## src/rtl/spim_pkg.sv

```systemverilog
package spim_pkg;
  localparam int DATA_W    = 32;
  localparam int REG_IDX_W = 4;
  localparam int PKT_W     = 16;

  typedef logic [REG_IDX_W-1:0] reg_idx_t;
  localparam reg_idx_t RI_STAT = 4'd0;
  localparam reg_idx_t RI_CTRL = 4'd1;
  localparam reg_idx_t RI_CSEL = 4'd2;
  localparam reg_idx_t RI_CLK  = 4'd3;
  localparam reg_idx_t RI_SIZE = 4'd4;
  localparam reg_idx_t RI_PKT  = 4'd5;
  localparam reg_idx_t RI_ECLR = 4'd6;
  localparam reg_idx_t RI_TXD  = 4'd7;
  localparam reg_idx_t RI_RXD  = 4'd8;

  // control register, tx_on is bit 0
  typedef struct packed {
    logic hs;
    logic swrst;
    logic slv;
    logic cpol;
    logic cpha;
    logic rx_on;
    logic tx_on;
  } ctrl_t;

  typedef struct packed {
    logic rxovr;
    logic rxund;
    logic txovr;
    logic txund;
  } err_t;

  typedef enum logic [1:0] {ENG_IDLE, ENG_LEAD, ENG_SHIFT} eng_state_e;

  function automatic logic [5:0] size_bits(input logic [1:0] code);
    case (code)
      2'd1:    return 6'd16;
      2'd2:    return 6'd32;
      default: return 6'd8;
    endcase
  endfunction

  function automatic logic [DATA_W-1:0] word_mask(input logic [5:0] nb);
    if (nb == 6'd32) return '1;
    return (DATA_W'(1) << nb) - DATA_W'(1);
  endfunction
endpackage

```

## src/rtl/spim_fifo.sv

```systemverilog
module spim_fifo #(
  parameter int DEPTH = 16,
  parameter int WIDTH = 32
) (
  input  logic                             clk,
  input  logic                             rst_n,
  input  logic                             flush,
  input  logic                             push,
  input  logic [WIDTH-1:0]                 wdata,
  input  logic                             pop,
  output logic [WIDTH-1:0]                 head,
  output logic [$clog2(DEPTH+1)-1:0]       level,
  output logic                             full,
  output logic                             empty
);
  localparam int PTR_W = (DEPTH > 1) ? $clog2(DEPTH) : 1;
  localparam int LVL_W = $clog2(DEPTH + 1);

  logic [WIDTH-1:0] mem [DEPTH];
  logic [PTR_W-1:0] wptr_q, wptr_n, rptr_q, rptr_n;
  logic [LVL_W-1:0] lvl_q, lvl_n;
  logic             do_push, do_pop;

  assign full    = (lvl_q == LVL_W'(DEPTH));
  assign empty   = (lvl_q == '0);
  assign level   = lvl_q;
  assign head    = mem[rptr_q];
  assign do_push = push && !full && !flush;
  assign do_pop  = pop && !empty && !flush;

  function automatic logic [PTR_W-1:0] bump(input logic [PTR_W-1:0] p);
    return (p == PTR_W'(DEPTH - 1)) ? '0 : p + PTR_W'(1);
  endfunction

  always_comb begin
    wptr_n = wptr_q;
    rptr_n = rptr_q;
    lvl_n  = lvl_q;
    if (flush) begin
      wptr_n = '0;
      rptr_n = '0;
      lvl_n  = '0;
    end else begin
      if (do_push) wptr_n = bump(wptr_q);
      if (do_pop)  rptr_n = bump(rptr_q);
      case ({do_push, do_pop})
        2'b10:   lvl_n = lvl_q + LVL_W'(1);
        2'b01:   lvl_n = lvl_q - LVL_W'(1);
        default: lvl_n = lvl_q;
      endcase
    end
  end

  always_ff @(posedge clk or negedge rst_n) begin
    if (!rst_n) begin
      wptr_q <= '0;
      rptr_q <= '0;
      lvl_q  <= '0;
    end else begin
      wptr_q <= wptr_n;
      rptr_q <= rptr_n;
      lvl_q  <= lvl_n;
    end
  end

  always_ff @(posedge clk) begin
    if (do_push) mem[wptr_q] <= wdata;
  end
endmodule

```

## src/rtl/spim_prescale.sv

```systemverilog
module spim_prescale #(
  parameter int PSR_W = 8
) (
  input  logic             clk,
  input  logic             rst_n,
  input  logic             run,
  input  logic [PSR_W-1:0] psr,
  output logic             tick
);
  logic [PSR_W-1:0] cnt_q, cnt_n;

  assign tick = run && (cnt_q == psr);

  always_comb begin
    if (!run || cnt_q == psr) cnt_n = '0;
    else                      cnt_n = cnt_q + PSR_W'(1);
  end

  always_ff @(posedge clk or negedge rst_n) begin
    if (!rst_n) cnt_q <= '0;
    else        cnt_q <= cnt_n;
  end
endmodule

```

## src/rtl/spim_shifter.sv

```systemverilog
module spim_shifter
  import spim_pkg::*;
(
  input  logic              clk,
  input  logic              rst_n,
  input  logic              kill,
  input  logic              start,
  input  logic              tick,
  input  logic              cpol,
  input  logic              cpha,
  input  logic [5:0]        nbits,
  input  logic [DATA_W-1:0] tx_word,
  input  logic              miso,
  output logic              sclk,
  output logic              mosi,
  output logic              idle,
  output logic              done,
  output logic [DATA_W-1:0] rx_word
);
  localparam int EC_W = $clog2(2 * DATA_W);

  eng_state_e        st_q, st_n;
  logic              sclk_q, sclk_n, mosi_q, mosi_n, cph_q, cph_n;
  logic [DATA_W-1:0] tx_q, tx_n, rx_q, rx_n, load_sh;
  logic [EC_W-1:0]   ec_q, ec_n;
  logic [5:0]        nb_q, nb_n;
  logic [6:0]        last_idx;

  assign load_sh  = tx_word << (6'd32 - nbits);
  assign last_idx = {nb_q, 1'b0} - 7'd1;
  assign sclk     = sclk_q;
  assign mosi     = mosi_q;
  assign idle     = (st_q == ENG_IDLE);
  assign rx_word  = rx_n & word_mask(nb_q);

  always_comb begin
    st_n   = st_q;
    sclk_n = sclk_q;
    mosi_n = mosi_q;
    cph_n  = cph_q;
    tx_n   = tx_q;
    rx_n   = rx_q;
    ec_n   = ec_q;
    nb_n   = nb_q;
    done   = 1'b0;
    if (kill) begin
      st_n   = ENG_IDLE;
      sclk_n = cpol;
    end else begin
      case (st_q)
        ENG_IDLE: begin
          sclk_n = cpol;
          if (start) begin
            st_n  = ENG_LEAD;
            nb_n  = nbits;
            cph_n = cpha;
            ec_n  = '0;
            if (!cpha) begin
              mosi_n = load_sh[DATA_W-1];
              tx_n   = load_sh << 1;
            end else begin
              tx_n = load_sh;
            end
          end
        end
        ENG_LEAD: if (tick) st_n = ENG_SHIFT;
        ENG_SHIFT: begin
          if (tick) begin
            sclk_n = ~sclk_q;
            ec_n   = ec_q + EC_W'(1);
            // leading edge samples in phase 0, trailing edge in phase 1
            if (!ec_q[0] ^ cph_q) begin
              rx_n = {rx_q[DATA_W-2:0], miso};
            end else begin
              mosi_n = tx_q[DATA_W-1];
              tx_n   = tx_q << 1;
            end
            if ({1'b0, ec_q} == last_idx) begin
              st_n = ENG_IDLE;
              done = 1'b1;
            end
          end
        end
        default: st_n = ENG_IDLE;
      endcase
    end
  end

  always_ff @(posedge clk or negedge rst_n) begin
    if (!rst_n) begin
      st_q   <= ENG_IDLE;
      sclk_q <= 1'b0;
      mosi_q <= 1'b0;
      cph_q  <= 1'b0;
      tx_q   <= '0;
      rx_q   <= '0;
      ec_q   <= '0;
      nb_q   <= 6'd8;
    end else begin
      st_q   <= st_n;
      sclk_q <= sclk_n;
      mosi_q <= mosi_n;
      cph_q  <= cph_n;
      tx_q   <= tx_n;
      rx_q   <= rx_n;
      ec_q   <= ec_n;
      nb_q   <= nb_n;
    end
  end
endmodule

```

## src/rtl/spim_channel.sv

```systemverilog
module spim_channel
  import spim_pkg::*;
#(
  parameter int FIFO_DEPTH = 16,
  parameter int PSR_W      = 8,
  parameter int RXLVL_POS  = 15,
  parameter int TXDONE_POS = 25
) (
  input  logic                 clk,
  input  logic                 rst_n,
  input  logic                 reg_en,
  input  logic                 reg_we,
  input  logic [REG_IDX_W-1:0] reg_idx,
  input  logic [DATA_W-1:0]    reg_wdata,
  output logic [DATA_W-1:0]    reg_rdata,
  output logic                 spi_sclk,
  output logic                 spi_mosi,
  input  logic                 spi_miso,
  output logic                 spi_cs_n
);
  localparam int LVL_W = $clog2(FIFO_DEPTH + 1);

  ctrl_t             ctrl_q, ctrl_n;
  err_t              err_q, err_n, err_set, err_clr;
  logic              clken_q, clken_n, csel_q, csel_n, pkten_q, pkten_n;
  logic [PSR_W-1:0]  psr_q, psr_n;
  logic [1:0]        csz_q, csz_n, bsz_q, bsz_n;
  logic [PKT_W-1:0]  rem_q, rem_n;

  logic              wr, rd, tx_wr_req, rx_rd_req;
  logic [5:0]        nbits;
  logic              tx_full, tx_empty, rx_full, rx_empty;
  logic [LVL_W-1:0]  tx_lvl, rx_lvl;
  logic [DATA_W-1:0] tx_head, rx_head, eng_tx_word, eng_rx_word, stat;
  logic              eng_idle, eng_done, eng_start, eng_want, tick;
  logic              tx_push, tx_pop, rx_push, rx_pop;

  assign wr        = reg_en && reg_we;
  assign rd        = reg_en && !reg_we;
  assign tx_wr_req = wr && (reg_idx == RI_TXD);
  assign rx_rd_req = rd && (reg_idx == RI_RXD);
  assign nbits     = size_bits(csz_q);

  assign tx_push = tx_wr_req && !tx_full;
  assign rx_pop  = rx_rd_req && !rx_empty;

  // engine launch
  assign eng_want  = pkten_q ? ((rem_q != '0) && ctrl_q.rx_on)
                             : (ctrl_q.tx_on && !tx_empty);
  assign eng_start = !csel_q && clken_q && !ctrl_q.swrst && eng_idle && eng_want;
  assign tx_pop      = eng_start && ctrl_q.tx_on && !tx_empty;
  assign eng_tx_word = tx_pop ? tx_head : '0;
  assign rx_push     = eng_done && ctrl_q.rx_on && !rx_full;

  always_comb begin
    err_set       = '0;
    err_set.txovr = tx_wr_req && tx_full;
    err_set.rxund = rx_rd_req && rx_empty;
    err_set.txund = eng_start && pkten_q && ctrl_q.tx_on && tx_empty;
    err_set.rxovr = eng_done && ctrl_q.rx_on && rx_full;
    err_clr       = '0;
    if (wr && reg_idx == RI_ECLR) begin
      err_clr.rxovr = reg_wdata[1];
      err_clr.rxund = reg_wdata[2];
      err_clr.txovr = reg_wdata[3];
      err_clr.txund = reg_wdata[4];
    end
  end

  always_comb begin
    ctrl_n  = ctrl_q;
    clken_n = clken_q;
    psr_n   = psr_q;
    csz_n   = csz_q;
    bsz_n   = bsz_q;
    csel_n  = csel_q;
    pkten_n = pkten_q;
    rem_n   = rem_q;
    err_n   = (err_q & ~err_clr) | err_set;
    if (eng_start && pkten_q) rem_n = rem_q - PKT_W'(1);
    if (wr) begin
      case (reg_idx)
        RI_CTRL: ctrl_n = ctrl_t'(reg_wdata[6:0]);
        RI_CLK: begin
          psr_n   = reg_wdata[PSR_W-1:0];
          clken_n = reg_wdata[PSR_W];
        end
        RI_SIZE: begin
          csz_n = reg_wdata[30:29];
          bsz_n = reg_wdata[18:17];
        end
        RI_CSEL: csel_n = reg_wdata[0];
        RI_PKT: begin
          pkten_n = reg_wdata[PKT_W];
          rem_n   = reg_wdata[PKT_W-1:0];
        end
        default: ;
      endcase
    end
  end

  always_ff @(posedge clk or negedge rst_n) begin
    if (!rst_n) begin
      ctrl_q  <= '0;
      clken_q <= 1'b0;
      psr_q   <= '0;
      csz_q   <= '0;
      bsz_q   <= '0;
      csel_q  <= 1'b1;
      pkten_q <= 1'b0;
      rem_q   <= '0;
      err_q   <= '0;
    end else begin
      ctrl_q  <= ctrl_n;
      clken_q <= clken_n;
      psr_q   <= psr_n;
      csz_q   <= csz_n;
      bsz_q   <= bsz_n;
      csel_q  <= csel_n;
      pkten_q <= pkten_n;
      rem_q   <= rem_n;
      err_q   <= err_n;
    end
  end

  always_comb begin
    stat                       = '0;
    stat[0]                    = !tx_full;
    stat[1]                    = !rx_empty;
    stat[2]                    = err_q.txund;
    stat[3]                    = err_q.txovr;
    stat[4]                    = err_q.rxund;
    stat[5]                    = err_q.rxovr;
    stat[6 +: LVL_W]           = tx_lvl;
    stat[RXLVL_POS +: LVL_W]   = rx_lvl;
    stat[TXDONE_POS]           = tx_empty && eng_idle;
  end

  always_comb begin
    reg_rdata = '0;
    case (reg_idx)
      RI_STAT: reg_rdata = stat;
      RI_CTRL: reg_rdata[6:0] = ctrl_q;
      RI_CSEL: reg_rdata[0] = csel_q;
      RI_CLK: begin
        reg_rdata[PSR_W-1:0] = psr_q;
        reg_rdata[PSR_W]     = clken_q;
      end
      RI_SIZE: begin
        reg_rdata[30:29] = csz_q;
        reg_rdata[18:17] = bsz_q;
      end
      RI_PKT: begin
        reg_rdata[PKT_W-1:0] = rem_q;
        reg_rdata[PKT_W]     = pkten_q;
      end
      RI_RXD: reg_rdata = rx_empty ? '0 : rx_head;
      default: reg_rdata = '0;
    endcase
  end

  spim_fifo #(.DEPTH(FIFO_DEPTH), .WIDTH(DATA_W)) u_txq (
    .clk(clk), .rst_n(rst_n), .flush(ctrl_q.swrst),
    .push(tx_push), .wdata(reg_wdata & word_mask(nbits)),
    .pop(tx_pop), .head(tx_head), .level(tx_lvl),
    .full(tx_full), .empty(tx_empty)
  );

  spim_fifo #(.DEPTH(FIFO_DEPTH), .WIDTH(DATA_W)) u_rxq (
    .clk(clk), .rst_n(rst_n), .flush(ctrl_q.swrst),
    .push(rx_push), .wdata(eng_rx_word),
    .pop(rx_pop), .head(rx_head), .level(rx_lvl),
    .full(rx_full), .empty(rx_empty)
  );

  spim_prescale #(.PSR_W(PSR_W)) u_div (
    .clk(clk), .rst_n(rst_n), .run(!eng_idle), .psr(psr_q), .tick(tick)
  );

  spim_shifter u_eng (
    .clk(clk), .rst_n(rst_n), .kill(ctrl_q.swrst), .start(eng_start),
    .tick(tick), .cpol(ctrl_q.cpol), .cpha(ctrl_q.cpha), .nbits(nbits),
    .tx_word(eng_tx_word), .miso(spi_miso), .sclk(spi_sclk),
    .mosi(spi_mosi), .idle(eng_idle), .done(eng_done), .rx_word(eng_rx_word)
  );

  assign spi_cs_n = csel_q;
endmodule

```

## config.mk

```make
export PLATFORM = sky130hd
export DESIGN_NAME = spim_channel
export DESIGN_NICKNAME = d
export VERILOG_FILES = /design/src/rtl/spim_pkg.sv /design/src/rtl/spim_fifo.sv /design/src/rtl/spim_prescale.sv /design/src/rtl/spim_shifter.sv /design/src/rtl/spim_channel.sv
export SDC_FILE = /design/constraint.sdc
export NUM_CORES = 1
export LEC_CHECK = 0
export ABC_AREA = 1
export BUFFER_PORTS_ARGS = -buffer_cell sky130_fd_sc_hd__buf_4
export CORE_UTILIZATION = 50
export DETAILED_ROUTE_END_ITERATION = 8
export PLACE_DENSITY = 0.66
export SLEW_MARGIN = 10
export SYNTH_ARGS = -nofsm -noshare
export SYNTH_HDL_FRONTEND = slang
export SYNTH_SLANG_ARGS = --single-unit
```

## constraint.sdc

```tcl
create_clock -name clk -period 9.79 [get_ports clk]
set_clock_uncertainty 0.05 [all_clocks]
set_input_delay 0 -clock clk [delete_from_list [all_inputs] [get_ports clk]]
set_output_delay 0 -clock clk [all_outputs]
set_load 0.01 [all_outputs]
```

==> results.sh <==
export IMPL_status="finished clean"
export IMPL_r2r_end="u_rxq.mem[15][6]"
export IMPL_htree_levels=3
export IMPL_die_x_um=319
export IMPL_min_path_cells=4
export IMPL_cts_tree="built"
export IMPL_start_kind="flop"
export IMPL_reg2reg_depth=11
export IMPL_start_util_pct=50.4
export IMPL_fmax_ghz=0.235
export IMPL_dr_pass1_iters=6
export IMPL_hold_path_end="u_eng.rx_q[0]"
export IMPL_grt_pass1_wl_mm=206
export IMPL_hp_class="input pin to flop"
export IMPL_synth_seq_cells=1178
export IMPL_avgSynthCellArea_um2=11.0
export IMPL_wirelength_mm=138
export IMPL_grt_usage_pct=26.9
export IMPL_nets=4674
export IMPL_drt_initial_drc_count=3979
export IMPL_setup_violations=0
export IMPL_dp_hpwl_mm=74.5
export IMPL_drv_slew=0
export IMPL_grt_max_degree=172
export IMPL_cp_arrival_ns=4.21
export IMPL_syn_nets=4625
export IMPL_p_per_area_nw_per_um2=208
export IMPL_numClockSinks=1178
export IMPL_synth_edf_count=1024
export IMPL_fp_dieH_um=319
export IMPL_slew_headroom_pct=26.3
export IMPL_async_flop_share_pct=13.1
export IMPL_syn_area_um2=50300
export IMPL_multi_input_comb_area_um2=13800
export IMPL_endpoint_kind="output pin"
export IMPL_ios=76
export IMPL_final_cell_mix="1149 x nand2_1, 1024 x edfxtp_1, 473 x nand3_1"
export IMPL_required_ns=9.74
export IMPL_area_delta_synth_final_pct=12.2
export IMPL_hold_viol=0
export IMPL_power_leakage_nw=20.7
export IMPL_gp_congestion=0.908
export IMPL_die_area_um2=102000
export IMPL_remaining_drc_errors=0
export IMPL_max_stage_delay_ns=0.77
export IMPL_critical_path_max_fanout=93
export IMPL_rr_startpoint="u_eng.st_q[0]"
export IMPL_cp_slowest_cell="buf_4"
export IMPL_wl_per_cell_um=23.0
export IMPL_hold_ws_ns=0.0598
export IMPL_critPathKind="flop to output pin"
export IMPL_vias=35054
export IMPL_holdCritStartpoint="spi_miso"
export IMPL_drive_gt1_share_pct=9.33
export IMPL_max_slew_worst_pin_slew_ns=1.11
export IMPL_synthFlopType="edfxtp_1"
export IMPL_cp_common_cell="buf_4"
export IMPL_vias_per_cell=5.84
export IMPL_drtAntennaViolNets=0
export IMPL_ys_seq_area_share_pct=68.8
export IMPL_port_buffers=75
export IMPL_antenna_found_initial=3
export IMPL_rows=116
export IMPL_core_um2=99900
export IMPL_numCtsBuffers=116
export IMPL_rsz0062_at_grt="no"
export IMPL_grt_overflow=0
export IMPL_r2r_setup_slack_ns=5.82
export IMPL_seqCellArea_um2=34600
export IMPL_syn_inst=4557
export IMPL_min_period_over_period_pct=43.5
export IMPL_grt_pass1_vias=33115
export IMPL_cts_root_buf="clkbuf_16"
export IMPL_peakVddDrop_uv=167
export IMPL_crit_chain="inv_6 > buf_4 > nand2_1 > a221oi_1 > o31ai_1 > o21ai_0 > buf_4"
export IMPL_post_synth_num_cell_types=63
export IMPL_final_common_cell="nand2_1"
export IMPL_clk_latency_ns=0.72
export IMPL_maxCapViolations=0
export IMPL_yosysWarnings=0
export IMPL_fin_tns_setup_ns=0
export IMPL_clk_pin_slew_ns=0.07
export IMPL_cts_buffer_depth=3
export IMPL_fillers=8277
export IMPL_min_period_ns=4.26
export IMPL_post_cts_buffers=0
what timing repair did:
| action | CTS | global route |
|---|---|---|
| hold buffers | 52 | 0 |
| endpoints found under the hold margin | 723 | 0 |
| setup endpoints to repair | 0 | 0 |
| resized for setup | 0 | 0 |
state kept, by name (all words and copies together) (netlist names), 6 cells and up:
register     count
ctrl_q           7
psr_q            8
rem_q           16
u_div.cnt_q      8
u_eng.ec_q       6
u_eng.rx_q      32
u_eng.tx_q      32
u_rxq.mem      512
u_txq.mem      512
report_power, final:
group          internal [mW]  switching (mW)  leakage (nW)  total, mW
registers               5.64           0.151          10.5       5.79
logic                  0.424            1.05          8.35       1.47
clock network           2.57            1.89          1.86       4.46
total                   8.63            3.09          20.7       11.7
worst max-delay path by stage:
stage / from / cells after the start / endpoint / slack (ns)
floorplan: u_eng.nb_q[3] / 12 / u_rxq.mem[11][0] / 6.20
global placement: u_txq.rptr_q[0] / 14 / u_eng.tx_q[24] / 5.94
detailed placement: u_eng.st_q[0] / 11 / u_rxq.mem[10][21] / 5.84
CTS: u_rxq.rptr_q[0] / 7 / reg_rdata[12] / 5.54
global route: u_rxq.rptr_q[0] / 7 / reg_rdata[12] / 5.37
finish: u_rxq.rptr_q[0] / 7 / reg_rdata[12] / 5.53
cells by family (layout without fill, tap and decap cells):
kind of cell | count (synthesis) | in the layout | synth area share, %
other | 0 | 1 | 0
AND/OR/NAND/NOR | 2112 | 2112 | 17.7
multiplexers | 6 | 6 | 0.127
XOR/XNOR | 22 | 22 | 0.383
adder cells (fa/ha/maj) | 27 | 27 | 0.686
buffers and inverters | 530 | 680 | 4.38
flip-flops | 1178 | 1178 | 68.8
AO/OA/AOI/OAI | 682 | 682 | 7.96
critical path: cells and delay by family, from the launching register on:
| family | cells | cell delay (ns) |
|---|---|---|
| buf+inv | 3 | 1.58 |
| compound gates | 3 | 0.97 |
| flops | 1 | 0.71 |
| simple gates | 1 | 0.13 |
metal layers:
| layer | up-vias | share of wire, % | GRT usage, % | routed length [µm] |
|---|---|---|---|---|
| met5 | - | 0.014 | 0 | 20 |
| met4 | 4 | 4.7 | 12.7 | 6520 |
| met3 | 331 | 7.6 | 3.52 | 10400 |
| met2 | 1555 | 48 | 44.3 | 66500 |
| met1 | 17150 | 40 | 35.5 | 54700 |
| li1 | 16014 | - | - | - |
per-stage QoR:
step | utilization (%) | total power, mW | instances | instance area, µm² | setup WS, ns
finish | 56.5 | 11.7 | 6006 | 56500 | 5.53
global route | 56.5 | 12.1 | 6005 | 56500 | 5.37
CTS | 56.5 | 11.7 | 6005 | 56500 | 5.54
detailed placement | 52.2 | 7.31 | 5734 | 52100 | 5.84
global placement | 52.2 | 7.29 | 5734 | 52100 | 5.94
floorplan | - | 6.84 | 4557 | 50300 | 6.20
final cells by class:
| class | count | share of cell area (%) |
|---|---|---|
| clock buffers | 160 | 5.67 |
| repair buffers | 193 | 2.86 |
| inverters | 268 | 1.81 |
| clock inverters | 59 | 1.09 |
| multi-input cells | 2849 | 24.4 |
| diodes | 1 | 0.00443 |
| well taps | 1298 | 2.88 |
| flip-flops and latches | 1178 | 61.3 |
cells in the mapped netlist (all sizes together), types with 26 or more instances:
library cell / n / area, µm²
buf: 134 / 717
o221ai: 31 / 272
nor3: 34 / 180
nand3: 478 / 2420
dfrtp: 152 / 3800
edfxtp: 1024 / 30700
o21ai: 279 / 1400
a21oi: 171 / 871
a221oi: 35 / 307
nand2: 1160 / 4400
nor2: 394 / 1580
o22ai: 61 / 382
inv: 263 / 987
o211ai: 33 / 248
clkbuf: 128 / 480
ha: 26 / 325
Power figures use the tool's default switching activity.
